## src/rtl/wf_sched_pkg.sv

```systemverilog
`timescale 1ns/1ps
package wf_sched_pkg;
  typedef enum logic [1:0] {
    ST_IDLE  = 2'd0,
    ST_ISSUE = 2'd1,
    ST_WAIT  = 2'd2
  } sched_state_e;
endpackage

```

## src/rtl/wf_step_planner.sv

```systemverilog
`timescale 1ns/1ps
// Finds the lowest row and the number of sub-blocks on one wavefront step.
module wf_step_planner #(
  parameter int GRID   = 4,
  parameter int STEP_W = 4,
  parameter int ROW_W  = 2,
  parameter int CNT_W  = 2
) (
  input  logic [STEP_W-1:0] step_i,
  output logic [ROW_W-1:0]  row_lo_o,
  output logic [CNT_W-1:0]  cnt_o
);
  always_comb begin
    int  c_v;
    logic found_v;
    row_lo_o = '0;
    cnt_o    = '0;
    found_v  = 1'b0;
    for (int r = 0; r < GRID; r++) begin
      c_v = int'(step_i) - 2 * r;
      if (c_v >= 0 && c_v < GRID) begin
        if (!found_v) begin
          row_lo_o = ROW_W'(r);
          found_v  = 1'b1;
        end
        cnt_o = cnt_o + CNT_W'(1);
      end
    end
  end
endmodule

```

## src/rtl/wf_iter_counter.sv

```systemverilog
`timescale 1ns/1ps
// Slot-major interleave: slot cycles fastest, mode advances when slots wrap.
module wf_iter_counter #(
  parameter int N_MODES = 10,
  parameter int SLOT_W  = 1,
  parameter int MODE_W  = 4,
  parameter int CNT_W   = 2
) (
  input  logic              clk_i,
  input  logic              rst_ni,
  input  logic              clear_i,
  input  logic              adv_i,
  input  logic [CNT_W-1:0]  cnt_i,
  output logic [SLOT_W-1:0] slot_o,
  output logic [MODE_W-1:0] mode_o,
  output logic              last_o
);
  logic [SLOT_W-1:0] slot_q;
  logic [MODE_W-1:0] mode_q;
  logic              slot_wrap;

  assign slot_wrap = (CNT_W'(slot_q) + CNT_W'(1)) == cnt_i;
  assign last_o    = slot_wrap && (mode_q == MODE_W'(N_MODES - 1));
  assign slot_o    = slot_q;
  assign mode_o    = mode_q;

  always_ff @(posedge clk_i or negedge rst_ni) begin
    if (!rst_ni) begin
      slot_q <= '0;
      mode_q <= '0;
    end else if (clear_i) begin
      slot_q <= '0;
      mode_q <= '0;
    end else if (adv_i) begin
      if (slot_wrap) begin
        slot_q <= '0;
        mode_q <= mode_q + MODE_W'(1);
      end else begin
        slot_q <= slot_q + SLOT_W'(1);
      end
    end
  end
endmodule

```

## src/rtl/wf_mode_sched.sv

```systemverilog
`timescale 1ns/1ps
module wf_mode_sched
  import wf_sched_pkg::*;
#(
  parameter int GRID    = 4,
  parameter int N_MODES = 10
) (
  input  logic                       clk_i,
  input  logic                       rst_ni,
  input  logic                       start_i,
  input  logic                       stall_i,
  input  logic                       step_done_i,
  output logic                       valid_o,
  output logic [$clog2(GRID)-1:0]    row_o,
  output logic [$clog2(GRID)-1:0]    col_o,
  output logic [$clog2(N_MODES)-1:0] mode_o,
  output logic                       mb_done_o
);
  localparam int ROW_W        = $clog2(GRID);
  localparam int MODE_W       = $clog2(N_MODES);
  localparam int NUM_STEPS    = 3 * (GRID - 1) + 1;
  localparam int STEP_W       = $clog2(NUM_STEPS);
  localparam int MAX_PER_STEP = (GRID + 1) / 2;
  localparam int SLOT_W       = (MAX_PER_STEP > 1) ? $clog2(MAX_PER_STEP) : 1;
  localparam int CNT_W        = $clog2(MAX_PER_STEP + 1);

  sched_state_e      state_q, state_d;
  logic [STEP_W-1:0] step_q, step_d;
  logic              mb_done_q, mb_done_d;

  logic [ROW_W-1:0]  row_lo;
  logic [CNT_W-1:0]  blk_cnt;
  logic [SLOT_W-1:0] slot;
  logic [MODE_W-1:0] mode;
  logic              iter_last;
  logic              cnt_clear, cnt_adv;
  logic              last_step;

  wf_step_planner #(
    .GRID(GRID), .STEP_W(STEP_W), .ROW_W(ROW_W), .CNT_W(CNT_W)
  ) u_planner (
    .step_i  (step_q),
    .row_lo_o(row_lo),
    .cnt_o   (blk_cnt)
  );

  wf_iter_counter #(
    .N_MODES(N_MODES), .SLOT_W(SLOT_W), .MODE_W(MODE_W), .CNT_W(CNT_W)
  ) u_iter (
    .clk_i  (clk_i),
    .rst_ni (rst_ni),
    .clear_i(cnt_clear),
    .adv_i  (cnt_adv),
    .cnt_i  (blk_cnt),
    .slot_o (slot),
    .mode_o (mode),
    .last_o (iter_last)
  );

  assign last_step = (step_q == STEP_W'(NUM_STEPS - 1));
  assign cnt_adv   = (state_q == ST_ISSUE) && !stall_i;

  always_comb begin
    state_d   = state_q;
    step_d    = step_q;
    mb_done_d = 1'b0;
    cnt_clear = 1'b0;
    unique case (state_q)
      ST_IDLE: if (start_i) begin
        state_d   = ST_ISSUE;
        step_d    = '0;
        cnt_clear = 1'b1;
      end
      ST_ISSUE: if (cnt_adv && iter_last) begin
        state_d = ST_WAIT;
      end
      ST_WAIT: if (step_done_i) begin
        cnt_clear = 1'b1;
        if (last_step) begin
          state_d   = ST_IDLE;
          mb_done_d = 1'b1;
        end else begin
          state_d = ST_ISSUE;
          step_d  = step_q + STEP_W'(1);
        end
      end
      default: state_d = ST_IDLE;
    endcase
  end

  always_ff @(posedge clk_i or negedge rst_ni) begin
    if (!rst_ni) begin
      state_q   <= ST_IDLE;
      step_q    <= '0;
      mb_done_q <= 1'b0;
    end else begin
      state_q   <= state_d;
      step_q    <= step_d;
      mb_done_q <= mb_done_d;
    end
  end

  // Even slots map to the lower row; the column follows from the step index.
  assign valid_o   = (state_q == ST_ISSUE);
  assign row_o     = row_lo + ROW_W'(slot);
  assign col_o     = ROW_W'(int'(step_q) - 2 * int'(row_o));
  assign mode_o    = mode;
  assign mb_done_o = mb_done_q;

  p_start_r1: assert property (@(posedge clk_i) disable iff (!rst_ni)
    (state_q == ST_IDLE && start_i) |=> (valid_o && mode_o == '0));

  p_hold_r5: assert property (@(posedge clk_i) disable iff (!rst_ni)
    (valid_o && stall_i) |=> (valid_o && $stable(row_o) && $stable(col_o) && $stable(mode_o)));

  p_mode_step_r4: assert property (@(posedge clk_i) disable iff (!rst_ni)
    (valid_o && !stall_i) |=>
      (!valid_o || mode_o == $past(mode_o) || 32'(mode_o) == 32'($past(mode_o)) + 1));

  p_mode_range_r4: assert property (@(posedge clk_i) disable iff (!rst_ni)
    valid_o |-> (32'(mode_o) < N_MODES));

  p_wait_r6: assert property (@(posedge clk_i) disable iff (!rst_ni)
    (!valid_o && !step_done_i && state_q == ST_WAIT) |=> !valid_o);

  p_done_pulse_r7: assert property (@(posedge clk_i) disable iff (!rst_ni)
    mb_done_o |=> !mb_done_o);

  p_done_quiet_r7: assert property (@(posedge clk_i) disable iff (!rst_ni)
    mb_done_o |-> !valid_o);
endmodule

```

## config.mk

```make
export PLATFORM = sky130hd
export DESIGN_NAME = wf_mode_sched
export DESIGN_NICKNAME = d
export VERILOG_FILES = /design/src/rtl/wf_sched_pkg.sv /design/src/rtl/wf_step_planner.sv /design/src/rtl/wf_iter_counter.sv /design/src/rtl/wf_mode_sched.sv
export SDC_FILE = /design/constraint.sdc
export NUM_CORES = 1
export LEC_CHECK = 0
export BUFFER_PORTS_ARGS = -buffer_cell sky130_fd_sc_hd__buf_2
export CAP_MARGIN = 20
export CORE_UTILIZATION = 59
export DETAILED_ROUTE_END_ITERATION = 6
export MAX_ROUTING_LAYER = met4
export PLACE_DENSITY = 0.82
export RECOVER_POWER = 50
export SLEW_MARGIN = 20
export SYNTH_ARGS = -nofsm -noshare
export SYNTH_HDL_FRONTEND = slang
export SYNTH_SLANG_ARGS = --single-unit
```

## constraint.sdc

```tcl
create_clock -name clk_i -period 5.1 [get_ports clk_i]
set_input_delay 0.255 -clock clk_i [delete_from_list [all_inputs] [get_ports clk_i]]
set_output_delay 0.255 -clock clk_i [all_outputs]
set_load 0.005 [all_outputs]
```

==> results.ini, run 1 <==
[status]
outcome = complete, no violations

[cts]
htreeDepth = 1
post_cts_buffers = 0
post_cts_resized = 0
cts_buffers = 3
cts_buffer_depth = 2
clk_pin_slew_ns = 0.07
clock-sinks = 12
ctsHoldBuffers = 1
cts_tree = done
cts-root-buf = clkbuf_4
clock_latency_ns = 0.28

[final_layout]
seq_area_um2 = 300
layout.nets = 141
syn_to_final_growth_pct = 9.57
drive_gt1_share_pct = 17.2
n_antenna_cell = 0
fillCellCount = 120
multi_input_area_um2 = 639
instances_no_fill = 138

[synthesis]
ys_seq_area_share_pct = 30.2
synth_mux_area_share_pct = 5.79
syn_inst = 107
ys_seq_elements = 12
synth-simple-area-share_pct = 22.8
synth_edf_count = 0
syn_area_per_cell_um2 = 9.28
synth-compound-area-share_pct = 15.4
synth_top_family_by_area = simple AND/OR/NAND/NOR gates
async_reset_ff_share_pct = 100
synth_fa_ha_area_share_pct = 15.1
netlist_area_um2 = 993
yosys_warnings = 0
synth.largest_area_cell = dfrtp_1
yosys-top-cells-count = dfrtp_1, ha_1, nand2_1, nor2_1, inv_1
syn_nets = 124
ys.flop_type = dfrtp_1
synth_top_area_share_pct = 30.2
synth_xor_area_share_pct = 5.29
yosysUniqueCellTypes = 38
synthTopCellsByArea = dfrtp_1, ha_1, nand2b_1

[timing]
fin_crit_ns = 3.23
finalHoldViolCount = 0
finalSetupTns_ns = 0
slew_viol_final = 0
timing.final.ws_setup_ns = 1.87
holdWs_ns = 0.193
fmax_ghz = 0.309
rsz0062_at_grt = no
relSlewSlack_pct = 56.9
post-route-period-util_pct = 63.4
clock_skew_ns = 0.00445
worstMarginPinSlew_ns = 0.647
setup-violations-final = 0

[floorplan]
chipHeight_um = 43.0
start_util_pct = 64.4
core_region_area_um2 = 1540
die-width_um = 43.0
io-pin-count = 15
rows = 14
dieArea_um2 = 1850

[pwr]
p_comb_share_pct = 46.7
p_clk_share_pct = 14.9
p_leak_nw = 0.558
p_switching_w = 0.000154
sequentialPowerShare_pct = 38.4
ir_drop_v = 0.000222
power_density_nw_per_um2 = 356
p_sw_share_pct = 39.7
intPower_w = 0.000234

[grt]
grt_max_degree = 13
first_global_vias = 771
grt_usage_pct = 25.2
grt-ovfl-total = 0
grt_pass1_wl_um = 3260
antenna_found_initial = 0

[setup_path]
critPathCaptureType = register
cp_max_fo = 6
worstSetupPathType = register to register
reg2reg_depth = 13
cp-start-kind = register
worst_ep_arrival_time_ns = 3.44
worst_ep_required_time_ns = 5.30

[route]
dr.first_iter.drc_count = 7
ant_nets = 0
drc_errors = 0
wl_per_cell_um = 13.4
routed_wl_um = 1850
vias_per_cell = 5.90
num_vias = 814
drtPass1Iterations = 5

[placement]
dp_cells = 134
place_congestion = 0.854
io_buffers = 14
hpwlAfterDp_um = 1520
pre_cts_ws_ns = 1.88

[hold_path]
min_path_type = primary input to register
holdPathStages = 2

[job]
maxCapViolCount = 0

## through the flow
step           area [um^2]  total power [W]  util, %
2_1_floorplan          993         0.000276        -
3_3_place_gp          1060         0.000325     68.8
3_5_place_dp          1060         0.000331     68.8
4_1_cts               1090         0.000391     70.9
5_1_grt               1090         0.000422     70.6
6_report              1090         0.000387     70.6
## state kept, by name, indices dropped and copies added (netlist names)
register       flops
mb_done_o          1
state_q            2
step_q             4
u_iter.mode_o      4
u_iter.slot_o      1
## critical path, stage by stage, from the launching register on
cell,delay (ns)
dfrtp_1,0.45
inv_1,0.14
ha_1,0.23
a211oi_1,0.17
a21o_1,0.11
nand2_1,0.06
inv_1,0.08
ha_1,0.23
or3_4,0.34
o32ai_4,0.18
xor2_1,0.23
mux2_1,0.39
or3_1,0.37
a21oi_1,0.16
## cell type report
cell class	instances	share of cell area, %
clock buffer	3	2.07
inverter	8	2.76
multi-input combinational	84	58.7
sequential	12	27.6
tap	16	1.84
timing repair buffer	15	7.01
## cells by family after synthesis
| logic type | Yosys count |
|---|---|
| flops | 12 |
| compound gates | 19 |
| mux | 5 |
| simple gates | 42 |
| xor+xnor | 6 |
| fa+ha+maj | 12 |
| buf+inv | 11 |
## per-layer routing
layer	GRT usage (%)	vias up	share of wire, %
met1	30.8	375	45
li1	-	409	-
met5	-	-	0
met4	13.9	0	2.8
met2	36.1	23	47
met3	8.94	7	5.7
## placed cells by master, fill, tap and decap left out, drive strengths merged, types with 2 or more instances in the layout
cell,Yosys,final
clkbuf,0,6
xnor2,3,3
a211oi,2,2
inv,8,8
mux2,3,3
nor2b,3,3
nand2,9,9
xor2,3,3
nand3,4,4
buf,3,11
nand2b,6,6
or3,4,4
dfrtp,12,12
a21oi,3,3
nor3b,2,2
o21ai,4,4
mux2i,2,2
a2111oi,2,2
ha,12,12
nor2,10,10
## power groups by stage
stage / registers, W / logic, W / clock network [W]
after CTS: 0.000149 / 0.000182 / 0.0000604
after global routing: 0.000153 / 0.000204 / 0.0000641
after detailed placement: 0.000150 / 0.000181 / 0
after global placement: 0.000150 / 0.000175 / 0
after floorplan: 0.000145 / 0.000130 / 0
final: 0.000149 / 0.000181 / 0.0000577
## path summary, 6_finish.rpt
kind / startpoint / end / slack [ns]
max: step_q[1] / u_iter.mode_o[3] / 1.87
min: step_done_i / state_q[1] / 0.19
max reg2reg: step_q[1] / u_iter.mode_o[3] / 1.87
min reg2reg: u_iter.mode_o[2] / u_iter.mode_o[2] / 0.55
max in group asynchronous: rst_ni / state_q[1] / 4.18
min in group asynchronous: rst_ni / u_iter.mode_o[1] / 0.51
No activity file was read; power rests on OpenSTA's default activity.
==> inputs of run 2 (changes only) <==
--- a/config.mk
+++ b/config.mk
@@ -7,10 +7,10 @@
 export LEC_CHECK = 0
 export BUFFER_PORTS_ARGS = -buffer_cell sky130_fd_sc_hd__buf_2
 export CAP_MARGIN = 20
-export CORE_UTILIZATION = 59
+export CORE_UTILIZATION = 50
 export DETAILED_ROUTE_END_ITERATION = 6
 export MAX_ROUTING_LAYER = met4
-export PLACE_DENSITY = 0.82
+export PLACE_DENSITY = 0.74
 export RECOVER_POWER = 50
 export SLEW_MARGIN = 20
 export SYNTH_ARGS = -nofsm -noshare
==> constraint.sdc (replaced) <==
create_clock -name clk_i -period 2.8 [get_ports clk_i]
set_input_delay 0.14 -clock clk_i [delete_from_list [all_inputs] [get_ports clk_i]]
set_output_delay 0.14 -clock clk_i [all_outputs]
set_load 0.005 [all_outputs]
==> run 2 against run 1 <==
  * The run now ends with negative setup slack left
  * Power increased by 130%
  * Utilization increased by 8.6 points
  * Via count increased by 11%
  * Clock power increased by 150%
  * Critical path depth increased by 1
  * Final area increased by 31%
  * Clock skew decreased by 0.0019 ns
  * Fmax increased by 11%
  * Critical path type unchanged
  * Critical endpoint unchanged
  * Largest power group unchanged
  * Highest routed layer unchanged
==> results.ini, run 2 (synthesis results as in run 1) <==
[status]
outcome = complete, but fails checks
violations = negative setup slack

[pwr]
ir_drop_v = 0.000482
power_density_nw_per_um2 = 636
p_leak_nw = 0.706

[setup_path]
worst_ep_required_time_ns = 3.01
reg2reg_depth = 14
r2r-end = u_iter.mode_o[3]
worstSetupEndpoint = u_iter.mode_o[3]
worstSetupPathType = register to register
critPathCaptureType = register
timing.critical_path.from = step_q[2]
reg2reg_from = step_q[2]
cp-start-kind = register
worst_ep_arrival_time_ns = 3.13
cp_max_fo = 4
regToRegSetupSlack_ns = -0.12

[timing]
worstMarginPinSlew_ns = 0.699
setup-violations-final = 4
timing.final.ws_setup_ns = -0.115
fin_crit_ns = 2.92
relSlewSlack_pct = 53.4
finalHoldViolCount = 0
finalSetupTns_ns = -0.297
fmax_ghz = 0.343
slew_viol_final = 0
rsz0062_at_grt = yes
post-route-period-util_pct = 104
clock_skew_ns = 0.00259

[final_layout]
instances_no_fill = 170
final_common_cell = buf_4
layout.nets = 163
drive_gt1_share_pct = 44.8
syn_to_final_growth_pct = 43.7
n_antenna_cell = 0
final_cell_mix = buf_4, buf_2, dfrtp_1

[grt]
antenna_found_initial = 0
grt_usage_pct = 25.9
grt-ovfl-total = 0
first_global_vias = 841
grt_pass1_wl_um = 3700
grt_max_degree = 13

[placement]
hpwlAfterDp_um = 1780
dp_cells = 154
place_congestion = 0.909
io_buffers = 14

[route]
top_layer_used = met4
ant_nets = 0
routed_wl_um = 2540
drc_errors = 0
wl_met3_um = 76
dr.first_iter.drc_count = 28
drtPass1Iterations = 4
wl_per_cell_um = 14.9
vias_per_cell = 5.33
drt-met1-wl_um = 1160
dr_wl_met2_um = 1240
num_vias = 906

[floorplan]
core_region_area_um2 = 1800
die-width_um = 46.6
start_util_pct = 55.1
rows = 15
dieArea_um2 = 2170
chipHeight_um = 46.6
io-pin-count = 15

[cts]
clk_pin_slew_ns = 0.08
cts_buffers = 3
clock-sinks = 12
cts-root-buf = clkbuf_4
clock_latency_ns = 0.28
cts_tree = done
htreeDepth = 1
cts_buffer_depth = 2

[job]
maxCapViolCount = 0

[hold_path]
min_path_type = primary input to register

run 2: cell types whose count changed in the layout (fill, tap and decap cells not counted), sizes merged:
cell,delta
clkbuf,-1
buf,+24
run 2: layout make-up:
cell class	instances	area, um^2
sequential	12	300
multi-input combinational	84	778
tap	25	31.3
timing repair buffer	37	251
fill	122	374
clock buffer	4	36.3
inverter	8	30.0
run 2: metrics by stage:
stage | setup WS [ns] | area [um^2] | hold slack (ns) | util (%) | power [W]
final | -0.115 | 1430 | 0.0610 | 79.2 | 0.000907
after global routing | -0.195 | 1430 | 0.0689 | 79.2 | 0.000961
after floorplan | -0.0650 | 1040 | -0.156 | - | 0.000536
after global placement | -0.0753 | 1200 | 0.0315 | 66.5 | 0.000647
after CTS | -0.113 | 1350 | 0.0550 | 74.9 | 0.000855
after detailed placement | -0.179 | 1200 | 0.0356 | 66.5 | 0.000668
run 2: worst min-delay path by stage:
| stage | from | to | slack (ns) | cells after the start |
|---|---|---|---|---|
| detailed placement | rst_ni | mb_done_o | 0.04 | 1 |
| CTS | step_done_i | state_q[1] | 0.06 | 2 |
| floorplan | rst_ni | mb_done_o | -0.16 | 0 |
| global placement | rst_ni | state_q[1] | 0.03 | 1 |
| global route | step_done_i | state_q[1] | 0.07 | 2 |
| finish | step_done_i | state_q[1] | 0.06 | 2 |
run 2: per-layer routing:
layer | GRT usage [%] | vias to the layer above
met5 | - | -
met1 | 29.8 | 426
met3 | 4.71 | 9
met2 | 41.9 | 22
li1 | - | 449
met4 | 14.1 | 0
run 2: power by group:
part           internal [W]  switching, W
sequential         0.000216     0.0000632
clock             0.0000793     0.0000642
combinational      0.000256      0.000229
total              0.000551      0.000356
run 2: what timing repair did:
item	in CTS	in global routing
pin swaps	5	6
gates resized for setup	7	9
buffers inserted	9	2
hold endpoints to repair	12	0
endpoints found under the setup margin	6	8
hold buffers	1	0
run 2: critical path, stage by stage (launching register included):
cell and delay (ns):
dfrtp_1 0.37, inv_2 0.07, ha_4 0.16, a211oi_2 0.14
a21o_1 0.12, nand2_2 0.06, inv_2 0.07, ha_4 0.20
or3_4 0.34, o32ai_4 0.15, buf_6 0.16, xor2_4 0.18
mux2_4 0.34, or3_4 0.34, a21oi_2 0.13
==> inputs of run 3 (changes only) <==
--- a/config.mk
+++ b/config.mk
@@ -7,6 +7,7 @@
 export LEC_CHECK = 0
 export BUFFER_PORTS_ARGS = -buffer_cell sky130_fd_sc_hd__buf_2
 export CAP_MARGIN = 20
+export CORE_MARGIN = 1.5
 export CORE_UTILIZATION = 50
 export DETAILED_ROUTE_END_ITERATION = 6
 export MAX_ROUTING_LAYER = met4
==> run 3 against run 2 <==
  * The flow still finishes with violations (negative setup slack)
  * Register-to-register slack improved by 0.04 ns
  * Via count fell by 3.6%
  * Count of clock-buffer cells in the layout did not move
  * Routed wire length fell by 11%
  * Final area fell by 5.4%
  * Flip-flop and latch count did not move
  * Power fell by 7.9%
  * Worst setup slack improved by 0.042 ns
  * Global-route usage fell by 4.1 points
  * Worst hold slack improved by 0.019 ns
  * Utilization fell by 4.3 points
  * Cell count fell by 2.9%
  * Critical path type unchanged
  * Critical endpoint is now u_iter.mode_o[1]
  * Highest routed layer unchanged
==> results.ini, run 3 (synthesis results as in run 1) <==
[pwr]
p_leak_nw = 0.663
ir_drop_v = 0.000456
sequentialPowerShare_pct = 32.9
design_power_total_w = 0.000835
p_clk_share_pct = 16.2
intPower_w = 0.000519
p_sw_share_pct = 37.9
power_density_nw_per_um2 = 619
p_comb_share_pct = 50.9
p_switching_w = 0.000317

[status]
outcome = complete, but fails checks
violations = negative setup slack

[timing]
fmax_ghz = 0.348
timing.final.ws_setup_ns = -0.0734
slew_viol_final = 0
fin_crit_ns = 2.87
setup-violations-final = 1
post-route-period-util_pct = 103
relSlewSlack_pct = 54.9
rsz0062_at_grt = yes
worstMarginPinSlew_ns = 0.676
clock_skew_ns = 0.00189
finalSetupTns_ns = -0.0734
finalHoldViolCount = 0

[floorplan]
core_region_area_um2 = 1800
chipHeight_um = 47.6
rows = 15
dieArea_um2 = 2260
die-width_um = 47.6
start_util_pct = 55.1
io-pin-count = 15

[grt]
antenna_found_initial = 0
grt-ovfl-total = 0
first_global_vias = 806
grt_usage_pct = 21.8
grt_max_degree = 13
grt_pass1_wl_um = 3250

[final_layout]
syn_to_final_growth_pct = 35.9
final_cell_mix = buf_4, dfrtp_1, buf_2
layout.nets = 158
final_common_cell = buf_4
utilization_pct = 74.9
n_antenna_cell = 0
drive_gt1_share_pct = 39.3

[hold_path]
min_path_type = primary input to register

[cts]
cts_tree = done
clock-sinks = 12
cts_buffers = 3
cts-root-buf = clkbuf_4
clk_pin_slew_ns = 0.08
clock_latency_ns = 0.27
cts_buffer_depth = 2
htreeDepth = 1

[setup_path]
critPathCaptureType = register
crit_family = compound AO/OA/AOI/OAI gates
cpPeakStageDelay_ns = 0.39
worstPathBufferInverterCount = 3
cp_max_fo = 4
worst_ep_required_time_ns = 3.01
worstSetupPathType = register to register
cp-start-kind = register
path_cells = inv_2, ha_4, a211oi_2, a21o_1, nand2_2, inv_2, ha_4, or3_4, o32ai_4, buf_4, mux2_4, a211o_4, mux2_4, nor2_2
slowest_stage = dfrtp_1
worst_ep_arrival_time_ns = 3.08

[route]
ant_nets = 0
dr.first_iter.drc_count = 17
num_vias = 873
vias_per_cell = 5.29
drc_errors = 0
wl_per_cell_um = 13.8
drtPass1Iterations = 4
routed_wl_um = 2270

[job]
maxCapViolCount = 0

[placement]
place_congestion = 0.893
pre_cts_ws_ns = -0.136
hpwlAfterDp_um = 1750
io_buffers = 14

[run 3: cell types whose count changed in the layout (fill, tap and decap cells not counted), moves of 2 or more]
cell / change
buf_4: -4
buf_6: -2
buf_2: -2
ha_2: +2
clkbuf_1: +2
[run 3: what timing repair did]
action                                  CTS  global route
buffers inserted                          2             2
hold buffers                              1             0
pin swaps                                 1             2
gates cloned                              0             0
gates resized for setup                   3             6
hold endpoints to repair                 12             0
endpoints found under the setup margin    5             6
[run 3: power by group through the flow]
| stage | logic (W) | registers, W | clock network [W] |
|---|---|---|---|
| after CTS | 0.000412 | 0.000269 | 0.000143 |
| after global routing | 0.000463 | 0.000280 | 0.000152 |
| after floorplan | 0.000271 | 0.000265 | 0 |
| final | 0.000425 | 0.000275 | 0.000136 |
| after detailed placement | 0.000396 | 0.000272 | 0 |
| after global placement | 0.000379 | 0.000268 | 0 |
[run 3: final timing paths]
check	slack [ns]	endpoint	cells past startpoint	startpoint
max in group asynchronous	1.95	u_iter.slot_o	2	rst_ni
setup reg to reg	-0.07	u_iter.mode_o[1]	14	step_q[1]
hold reg to reg	0.57	u_iter.mode_o[2]	1	u_iter.mode_o[2]
min in group asynchronous	0.42	state_q[1]	2	rst_ni
hold / removal	0.08	state_q[1]	2	step_done_i
setup / recovery	-0.07	u_iter.mode_o[1]	14	step_q[1]
[run 3: per-stage QoR]
| step | hold slack [ns] | area [um^2] | std cells |
|---|---|---|---|
| after floorplan | -0.156 | 1040 | 107 |
| after global placement | 0.0324 | 1210 | 156 |
| after detailed placement | 0.0376 | 1210 | 156 |
| after CTS | 0.0644 | 1300 | 163 |
| after global routing | 0.0719 | 1350 | 165 |
| final | 0.0801 | 1350 | 165 |
[run 3: metal layers]
metal | part of all wire (%) | track usage (%) | vias to the layer above | wire [um]
li1 | - | - | 438 | -
met1 | 45 | 24.2 | 415 | 1010
met2 | 51 | 37.0 | 16 | 1160
met3 | 2.1 | 3.77 | 4 | 48
met4 | 2.2 | 11.4 | 0 | 50
met5 | 0 | - | - | 0
[run 3: worst register-to-register path, delay by kind of cell (launching register included)]
family,cells,cell delay (ns)
DFF,1,0.39
AOI/OAI and AO/OA,4,0.62
adders and majority gates,2,0.36
muxes,2,0.60
buffers and inverters,3,0.35
and+or+nand+nor,3,0.49
[run 3: area by class of cell]
cell class | instances | area [um^2]
clock buffer | 4 | 36.3
timing repair buffer | 32 | 216
sequential | 12 | 300
inverter | 8 | 30.0
multi-input combinational | 84 | 736
fill | 153 | 452
tap | 25 | 31.3
